[config.mk]
export PLATFORM = sky130hd
export DESIGN_NAME = ts_merge_node
export DESIGN_NICKNAME = d
export VERILOG_FILES = /design/src/rtl/ts_merge_pkg.sv /design/src/rtl/ts_merge_fifo.sv /design/src/rtl/ts_merge_arb.sv /design/src/rtl/ts_merge_node.sv
export SDC_FILE = /design/constraint.sdc
export NUM_CORES = 1
export LEC_CHECK = 0
export ABC_AREA = 1
export BUFFER_PORTS_ARGS = -buffer_cell sky130_fd_sc_hd__buf_2
export CORE_MARGIN = 2
export CORE_UTILIZATION = 56
export CTS_CLUSTER_DIAMETER = 100
export DETAILED_ROUTE_END_ITERATION = 10
export GPL_ROUTABILITY_DRIVEN = 1
export HOLD_SLACK_MARGIN = 0.1
export MAX_ROUTING_LAYER = met4
export PLACE_DENSITY_LB_ADDON = 0.05
export REMOVE_ABC_BUFFERS = 1
export SYNTH_ARGS = -nofsm -noshare
export SYNTH_HDL_FRONTEND = slang
export SYNTH_SLANG_ARGS = --single-unit
[constraint.sdc]
create_clock -name clk -period 5.5 [get_ports clk]
set_input_delay 1.1 -clock clk [delete_from_list [all_inputs] [get_ports clk]]
set_output_delay 1.1 -clock clk [all_outputs]
set_load 0.05 [all_outputs]
[src/rtl/ts_merge_pkg.sv]
package ts_merge_pkg;

  typedef enum logic [1:0] {
    OWN_NONE = 2'd0,
    OWN_IN0  = 2'd1,
    OWN_IN1  = 2'd2
  } own_e;

  // Operands arrive left-aligned in 32 bits so the sign of the difference
  // is the wrap-aware "a is older than b" bit for any TS_W below 32.
  function automatic logic ts_not_after(logic [31:0] a_al, logic [31:0] b_al);
    logic [31:0] diff;
    diff = a_al - b_al;
    return diff[31] || (diff == 32'd0);
  endfunction

endpackage

[src/rtl/ts_merge_fifo.sv]
module ts_merge_fifo #(
  parameter int W     = 16,
  parameter int DEPTH = 2
) (
  input  logic         clk,
  input  logic         rst_n,
  input  logic         in_valid,
  output logic         in_ready,
  input  logic [W-1:0] in_data,
  output logic         out_valid,
  input  logic         out_ready,
  output logic [W-1:0] out_data
);
  localparam int PW = (DEPTH > 1) ? $clog2(DEPTH) : 1;
  localparam int CW = $clog2(DEPTH + 1);

  logic [W-1:0]  mem [DEPTH];
  logic [PW-1:0] wr_q, wr_d, rd_q, rd_d;
  logic [CW-1:0] cnt_q, cnt_d;
  logic          push, pop;

  assign in_ready  = (cnt_q != CW'(DEPTH));
  assign out_valid = (cnt_q != '0);
  assign out_data  = mem[rd_q];
  assign push      = in_valid && in_ready;
  assign pop       = out_valid && out_ready;

  always_comb begin
    wr_d  = wr_q;
    rd_d  = rd_q;
    cnt_d = cnt_q;
    if (push) wr_d = (wr_q == PW'(DEPTH - 1)) ? '0 : wr_q + 1'b1;
    if (pop)  rd_d = (rd_q == PW'(DEPTH - 1)) ? '0 : rd_q + 1'b1;
    if (push && !pop)      cnt_d = cnt_q + 1'b1;
    else if (!push && pop) cnt_d = cnt_q - 1'b1;
  end

  always_ff @(posedge clk or negedge rst_n) begin
    if (!rst_n) begin
      wr_q  <= '0;
      rd_q  <= '0;
      cnt_q <= '0;
    end else begin
      wr_q  <= wr_d;
      rd_q  <= rd_d;
      cnt_q <= cnt_d;
    end
  end

  always_ff @(posedge clk) begin
    if (push) mem[wr_q] <= in_data;
  end

  AST_FIFO_BOUND: assert property (@(posedge clk) disable iff (!rst_n)
    cnt_q <= CW'(DEPTH));
  AST_FIFO_HOLD: assert property (@(posedge clk) disable iff (!rst_n)
    (out_valid && !out_ready) |=> (out_valid && $stable(out_data)));

endmodule

[src/rtl/ts_merge_arb.sv]
module ts_merge_arb
  import ts_merge_pkg::*;
#(
  parameter int TS_W   = 8,
  parameter int FLIT_W = 27
) (
  input  logic              clk,
  input  logic              rst_n,
  input  logic              in0_valid,
  output logic              in0_ready,
  input  logic [FLIT_W-1:0] in0_flit,
  input  logic              in1_valid,
  output logic              in1_ready,
  input  logic [FLIT_W-1:0] in1_flit,
  output logic              out_valid,
  input  logic              out_ready,
  output logic [FLIT_W-1:0] out_flit
);
  // flit layout: {data, id, ts, last}; ts sits just above the last bit
  localparam int PAD = 32 - TS_W;

  own_e        own_q, own_d;
  logic        sel0, sel1, pick0, fire, last_bit;
  logic [31:0] ts0_al, ts1_al;

  assign ts0_al = {in0_flit[TS_W:1], {PAD{1'b0}}};
  assign ts1_al = {in1_flit[TS_W:1], {PAD{1'b0}}};
  assign pick0  = ts_not_after(ts0_al, ts1_al);

  always_comb begin
    sel0 = 1'b0;
    sel1 = 1'b0;
    unique case (own_q)
      OWN_IN0: sel0 = 1'b1;
      OWN_IN1: sel1 = 1'b1;
      default: begin
        sel0 = in0_valid && (!in1_valid || pick0);
        sel1 = in1_valid && !sel0;
      end
    endcase
  end

  assign out_valid = (sel0 && in0_valid) || (sel1 && in1_valid);
  assign out_flit  = sel1 ? in1_flit : in0_flit;
  assign in0_ready = sel0 && out_ready;
  assign in1_ready = sel1 && out_ready;
  assign fire      = out_valid && out_ready;
  assign last_bit  = out_flit[0];

  always_comb begin
    own_d = own_q;
    if (fire) own_d = last_bit ? OWN_NONE : (sel1 ? OWN_IN1 : OWN_IN0);
  end

  always_ff @(posedge clk or negedge rst_n) begin
    if (!rst_n)    own_q <= OWN_NONE;
    else if (fire) own_q <= own_d;
  end

  AST_ONE_FLIT: assert property (@(posedge clk) disable iff (!rst_n)
    $onehot0({in0_valid && in0_ready, in1_valid && in1_ready}));
  AST_OLDER_WINS: assert property (@(posedge clk) disable iff (!rst_n)
    (own_q == OWN_NONE && in0_valid && in1_valid && in1_ready)
      |-> !ts_not_after(ts0_al, ts1_al));
  AST_WORK_CONSERVE: assert property (@(posedge clk) disable iff (!rst_n)
    (own_q == OWN_NONE && (in0_valid || in1_valid)) |-> out_valid);
  AST_LOCK_IN0: assert property (@(posedge clk) disable iff (!rst_n)
    (in0_valid && in0_ready && !in0_flit[0]) |=> !in1_ready);
  AST_LOCK_IN1: assert property (@(posedge clk) disable iff (!rst_n)
    (in1_valid && in1_ready && !in1_flit[0]) |=> !in0_ready);
  AST_BACKPRESSURE: assert property (@(posedge clk) disable iff (!rst_n)
    !out_ready |-> (!in0_ready && !in1_ready));

endmodule

[src/rtl/ts_merge_node.sv]
module ts_merge_node #(
  parameter int DATA_W    = 16,
  parameter int ID_W      = 2,
  parameter int TS_W      = 8,
  parameter bit USE_BUF   = 1'b1,
  parameter int BUF_DEPTH = 2
) (
  input  logic              clk,
  input  logic              rst_n,
  input  logic              in0_valid,
  output logic              in0_ready,
  input  logic [DATA_W-1:0] in0_data,
  input  logic [ID_W-1:0]   in0_id,
  input  logic [TS_W-1:0]   in0_ts,
  input  logic              in0_last,
  input  logic              in1_valid,
  output logic              in1_ready,
  input  logic [DATA_W-1:0] in1_data,
  input  logic [ID_W-1:0]   in1_id,
  input  logic [TS_W-1:0]   in1_ts,
  input  logic              in1_last,
  output logic              out_valid,
  input  logic              out_ready,
  output logic [DATA_W-1:0] out_data,
  output logic [ID_W-1:0]   out_id,
  output logic [TS_W-1:0]   out_ts,
  output logic              out_last
);
  localparam int FLIT_W = DATA_W + ID_W + TS_W + 1;

  logic [FLIT_W-1:0] f0, f1, arb_flit, fin_flit;
  logic              arb_valid, arb_ready;

  assign f0 = {in0_data, in0_id, in0_ts, in0_last};
  assign f1 = {in1_data, in1_id, in1_ts, in1_last};

  ts_merge_arb #(.TS_W(TS_W), .FLIT_W(FLIT_W)) u_arb (
    .clk(clk), .rst_n(rst_n),
    .in0_valid(in0_valid), .in0_ready(in0_ready), .in0_flit(f0),
    .in1_valid(in1_valid), .in1_ready(in1_ready), .in1_flit(f1),
    .out_valid(arb_valid), .out_ready(arb_ready), .out_flit(arb_flit)
  );

  generate
    if (USE_BUF) begin : g_buf
      ts_merge_fifo #(.W(FLIT_W), .DEPTH(BUF_DEPTH)) u_fifo (
        .clk(clk), .rst_n(rst_n),
        .in_valid(arb_valid), .in_ready(arb_ready), .in_data(arb_flit),
        .out_valid(out_valid), .out_ready(out_ready), .out_data(fin_flit)
      );
    end else begin : g_bypass
      assign out_valid = arb_valid;
      assign arb_ready = out_ready;
      assign fin_flit  = arb_flit;
    end
  endgenerate

  assign {out_data, out_id, out_ts, out_last} = fin_flit;

endmodule

==> results.cfg, run 1 <==
[finish]
nNetsFinal = 514
finish.utilization = 0.695
layout-drive-gt1-share = 0.254
area_growth_pct = 21.0
diodes = 0

[detailed_routing]
wl_um = 6150
viasPerCell = 4.78
drt_pre_antenna_iters = 4
wire_per_inst_um = 11.8
drc = 0
vias = 2490
ant_nets = 0
drtIter0Drc = 139

[timing]
fin_crit_sh = 0.769
fin_tns_setup_ns = 0
final_max_slew_viol_count = 0
hold_viol = 0
max_freq_ghz = 0.236
min_period_ns = 4.23
grt_setup_unrepaired = no
max_slew_margin = 0.378
finalSetupViolCount = 0
tightest_slew_ns = 0.933
worst_slack_ns = 1.27
clock-skew-final_ns = 0.00698
hold_ws_ns = 0.498

[floorplanning]
std_cell_rows = 27
ios = 89
die_h_um = 78.7
initial_core_util = 0.574
die_w_um = 78.7
core_mm2 = 0.00544
dieArea_mm2 = 0.00619

[logic_synthesis]
synth_area_per_cell_um2 = 8.82
yosys_warnings = 0
synth_top_family_by_area = simple AND/OR/NAND/NOR gates
synth-compound-area-share = 0.0292
ys_types = 26
yosys.area_share.simple = 0.280
netlist_instances = 354
synth_seq_area_share = 0.567
synth_area_mm2 = 0.00312
synthAdderAreaFrac = 0.0465
synthMuxAreaShare = 0
ys_seq_elements = 60
yosys.area_share.xor_xnor = 0.0112

[min_path]
hold_class = reg -> reg

[placed_design]
dp_hpwl_um = 4220
portBuffers = 88
post-place-ws_ns = 1.22
gp_congestion = 0.842

[critical_path]
rr_startpoint = u_arb.own_q[0]
endpoint_kind = output port
max_stage_delay_ns = 0.38
critPathTopFamily = simple AND/OR/NAND/NOR gates
r2r_slack_ns = 3.09
path_buf_inv = 4
ff2ff_path_depth = 7
path_class = in -> out
rr_endpoint = g_buf.u_fifo.mem[1][19]
crit_path_end = in1_ready
required_ns = 4.40
startpoint_type = input port
arrival_ns = 3.13
path_cells = buf_2 > inv_1 > ha_1 > fa_1 > inv_1 > nand2_1 > a21oi_1 > nand3_1 > nor2_1 > nand3_1 > nand2_2 > nand2_4 > nand2_4 > nor2_1 > buf_2
cp.depth = 15
critPathLaunch = in0_ts[0]
slowest_stage = fa_1
path_max_fanout = 34

[power_and_ir_drop]
swShare = 0.489
p_clk_frac = 0.155
powerDensity_mw_per_mm2 = 585
power_frac_seq = 0.343
vdd_drop_max_uv = 439
intPower_mw = 1.13
power_leakage_nw = 1.94
finalPower_mw = 2.21
power_frac_comb = 0.502
p_sw_mw = 1.08

[grt]
grt_pass1_vias = 2430
grt.overflow.total = 0
grt_max_degree = 35
grt_usage = 0.222
grt_first_pass_wirelength_um = 10200
antenna_found_initial = 0

[cts]
cts_hold_buf = 0
cts.sinks = 60
cts_resized = 0
clk_pin_slew_worst_paths_ns = 0.06
clk_path_buf_depth = 2
clk-insertion-delay-late_ns = 0.33
clock_tree.root_cell = clkbuf_8
cts_tree = yes
h-tree-depth = 3
cts_setup_buffers = 0
cts_buffers = 9

[outcome]
status = finished, final reports clean

[run]
drv_cap = 0
==> power by group through the flow <==
stage                     Sequential (mW)  Clock (mW)  Combinational [mW]
after global placement              0.764           0                1.10
after detailed placement            0.769           0                1.12
after floorplan                     0.750           0               0.853
after global routing                0.774       0.370                1.21
final                               0.757       0.342                1.11
after CTS                           0.760       0.351                1.12
==> flip-flops by register name, summed over array words and instances, names as in the netlist <==
name,count
g_buf.u_fifo.wr_q,1
g_buf.u_fifo.mem,54
g_buf.u_fifo.rd_q,1
g_buf.u_fifo.cnt_q,2
u_arb.own_q,2
==> cells in the mapped netlist <==
cell type  number  area share
inv_1          34       0.041
dfrtp_1         6       0.048
buf_4           2      0.0048
buf_1           2      0.0024
nand2_4         2      0.0072
nand4_1         2      0.0040
inv_4           1      0.0020
edfxtp_1       54        0.52
nand2_2         3      0.0060
xnor2_1         2      0.0056
a21oi_1         8       0.013
nand3_1        12       0.019
nand3_2         2      0.0064
xor2_1          2      0.0056
inv_2           1      0.0012
o21ai_2         1      0.0028
a21o_1          1      0.0024
nor2_1          8      0.0096
fa_1            1      0.0064
buf_6           3       0.011
nand4_2         1      0.0040
o21ai_0         1      0.0016
ha_1           10       0.040
o21ai_1         6      0.0096
nand2_1       186        0.22
clkbuf_1        3      0.0036
==> placed cells by master (no fill, tap or decap), types with 2 or more instances in the layout <==
cell type	instances
a21oi_1	7
buf_2	88
clkbuf_1	3
clkbuf_8	11
clkinv_2	2
dfrtp_1	6
edfxtp_1	54
ha_1	10
inv_1	34
nand2_1	186
nand2_2	3
nand2_4	2
nand3_1	12
nand3_2	2
nand4_1	2
nor2_1	8
o21ai_1	6
xnor2_1	2
xor2_1	2
==> metrics by stage <==
step / instance area [um^2] / std cells
after floorplan: 3060 / 344
after global placement: 3600 / 505
after detailed placement: 3600 / 505
after CTS: 3780 / 521
after global routing: 3780 / 521
final: 3780 / 521
==> kinds of logic after synthesis <==
group,after synthesis
and+or+nand+nor,216
buffers and inverters,46
xor gates and xnor gates,4
AOI/OAI and AO/OA,17
DFF,60
adders and majority gates,11
==> final cells by class <==
class,count,area [um^2]
sequential,60,1770
fill,473,1660
multi-input combinational,248,1160
timing repair buffer,89,448
clock buffer,14,163
inverter,36,138
tap,72,90.1
clock inverter,2,10.0
==> worst reg2reg max path: cells and delay by family, from the launching register on <==
| family | cells | cell delay [ns] |
|---|---|---|
| AOI/OAI and AO/OA | 1 | 0.79 |
| and+or+nand+nor | 3 | 0.40 |
| DFF | 1 | 0.38 |
| buffers and inverters | 2 | 0.13 |
| adders and majority gates | 1 | 0.32 |
==> how the worst min path moves through the flow <==
stage / start / to / cells after the start
4_1_cts: g_buf.u_fifo.cnt_q[0] / g_buf.u_fifo.cnt_q[0] / 1
3_3_place_gp: g_buf.u_fifo.cnt_q[0] / g_buf.u_fifo.cnt_q[0] / 1
3_5_place_dp: g_buf.u_fifo.cnt_q[0] / g_buf.u_fifo.cnt_q[0] / 1
2_1_floorplan: g_buf.u_fifo.cnt_q[0] / g_buf.u_fifo.cnt_q[0] / 1
6_report: g_buf.u_fifo.cnt_q[0] / g_buf.u_fifo.cnt_q[0] / 1
5_1_grt: g_buf.u_fifo.cnt_q[0] / g_buf.u_fifo.cnt_q[0] / 1
==> layer usage <==
| layer | global-route usage | wire length [um] | up-vias | part of all wire |
|---|---|---|---|---|
| met3 | 0.0529 | 299 | 2 | 0.049 |
| met1 | 0.239 | 2540 | 1125 | 0.41 |
| met2 | 0.389 | 3270 | 58 | 0.53 |
| met4 | 0.100 | 43 | 0 | 0.0070 |
| met5 | - | 0 | - | 0 |
| li1 | - | - | 1305 | - |
No activity file was read; power rests on OpenSTA's default activity.
==> run 2, diff against run 1 <==
- CORE_UTILIZATION: 56 -> 47
- clock period: 5.5 -> 3.85 ns (I/O delays scaled with it)
==> results.cfg, run 2 (synthesis gave the netlist of run 1 again) <==
[outcome]
status = finished, final reports clean

[floorplanning]
core_mm2 = 0.00639
ios = 89
dieArea_mm2 = 0.00731
std_cell_rows = 29
die_w_um = 85.5
initial_core_util = 0.489
die_h_um = 85.5

[finish]
top_regs = g_buf.u_fifo.mem: 54 flops, g_buf.u_fifo.cnt_q: 2 flops, u_arb.own_q: 2 flops
area_growth_pct = 21.9
mostFrequentLayoutCells = 186 x nand2_1, 88 x buf_2, 54 x edfxtp_1, 34 x inv_1, 12 x nand3_1
top_register = g_buf.u_fifo.mem
layout-drive-gt1-share = 0.261
largest_reg_flops = 54
nNetsFinal = 517
final_area_mm2 = 0.00381
final_common_cell = nand2_1
diodes = 0
fillerInstances = 603

[detailed_routing]
viasPerCell = 4.68
wire_per_inst_um = 11.7
drtIter0Drc = 95
drc = 0
drt_pre_antenna_iters = 4
wl_um = 6170
vias = 2474
ant_nets = 0

[critical_path]
cp.depth = 14
ff2ff_path_depth = 8
path_buf_inv = 4
arrival_ns = 2.63
startpoint_type = input port
critPathTopFamily = adder cells
path_max_fanout = 4
path_cells = buf_2 > inv_1 > ha_1 > fa_1 > inv_1 > nand2_1 > a21oi_1 > nand3_1 > nor2_1 > nand3_1 > nand2_2 > nand2_4 > a21oi_1 > buf_2
endpoint_kind = output port
path_class = in -> out
max_stage_delay_ns = 0.38
slowest_stage = fa_1
required_ns = 3.08

[grt]
grt_usage = 0.185
grt_max_degree = 29
grt_pass1_vias = 2345
grt_first_pass_wirelength_um = 10100
grt.overflow.total = 0
antenna_found_initial = 0

[timing]
min_period_ns = 3.40
max_freq_ghz = 0.294
final_max_slew_viol_count = 0
max_slew_margin = 0.662
finalSetupViolCount = 0
fin_crit_sh = 0.884
hold_ws_ns = 0.256
hold_viol = 0
clock-skew-final_ns = 0.0109
tightest_slew_ns = 0.507
grt_setup_unrepaired = no

[power_and_ir_drop]
finalPower_mw = 3.15
power_leakage_nw = 1.95
powerDensity_mw_per_mm2 = 828
vdd_drop_max_uv = 491

[cts]
cts_setup_buffers = 0
cts.sinks = 60
cts_tree = yes
cts_buffers = 9
clk_path_buf_depth = 2
cts_hold_buf = 0
clk_pin_slew_worst_paths_ns = 0.07
cts_resized = 0
clock_tree.root_cell = clkbuf_8
clk-insertion-delay-late_ns = 0.32
h-tree-depth = 3

[placed_design]
portBuffers = 88
dp_hpwl_um = 4340
place_area_mm2 = 0.00365
gp_congestion = 0.859

[run]
drv_cap = 0

[min_path]
hold_class = in -> async
==> run 2: cell count changes in the layout (fill, tap and decap cells not counted), sizes merged <==
| cell | previous run | this run |
|---|---|---|
| buf | 89 | 92 |
| clkbuf | 14 | 11 |
| clkinv | 2 | 5 |
==> run 2: path summary, 6_finish.rpt <==
check	end	start	slack, ns
worst max-delay path	in0_ready	in0_ts[0]	0.45
worst min register to register	g_buf.u_fifo.cnt_q[0]	g_buf.u_fifo.cnt_q[0]	0.50
max in group asynchronous	g_buf.u_fifo.wr_q	rst_n	3.45
worst max register to register	g_buf.u_fifo.mem[1][4]	u_arb.own_q[0]	1.71
min in group clk	g_buf.u_fifo.cnt_q[0]	g_buf.u_fifo.cnt_q[0]	0.50
worst min-delay path	g_buf.u_fifo.rd_q	rst_n	0.26
==> run 2: where the power goes <==
part           internal, mW  switching (mW)  leakage, nW  total [mW]
clock network         0.230           0.227       0.0868       0.457
logic                 0.379            1.28         1.30        1.66
registers             0.987          0.0497        0.569        1.04
==> run 2: cell type report <==
class	count	area (um^2)	share of cell area
Multi-Input combinational cell	248	1160	0.304
Inverter	36	138	0.0362
Clock buffer	11	131	0.0345
Tap cell	77	96.3	0.0253
Timing Repair Buffer	92	483	0.127
Sequential cell	60	1770	0.465
Clock inverter	5	28.8	0.00756
==> run 2: layer usage <==
metal  vias up  part of all wire  wire length, um  GRT usage
met5         -                 0                0          -
li1       1315                 -                -          -
met1      1098              0.44             2730      0.214
met4         0             0.015               94     0.0779
met2        53              0.49             3060      0.314
met3         8             0.048              294     0.0366
==> run 2: worst register-to-register path: stages (launching register included) <==
cell and delay (ns):
dfrtp_1 0.38, inv_1 0.06, ha_1 0.32, inv_1 0.08
nand2_1 0.05, nand2_1 0.13, nand4_2 0.23, a21oi_4 0.19
buf_4 0.36
==> run 2: stage by stage <==
stage / utilization / setup slack (ns) / std cells / setup TNS (ns)
3_5_place_dp: 0.571 / 0.424 / 513 / 0
6_report: 0.596 / 0.448 / 529 / 0
5_1_grt: 0.596 / 0.252 / 529 / 0
4_1_cts: 0.596 / 0.419 / 529 / 0
2_1_floorplan: - / -0.127 / 344 / -3.44
3_3_place_gp: 0.571 / 0.472 / 513 / 0
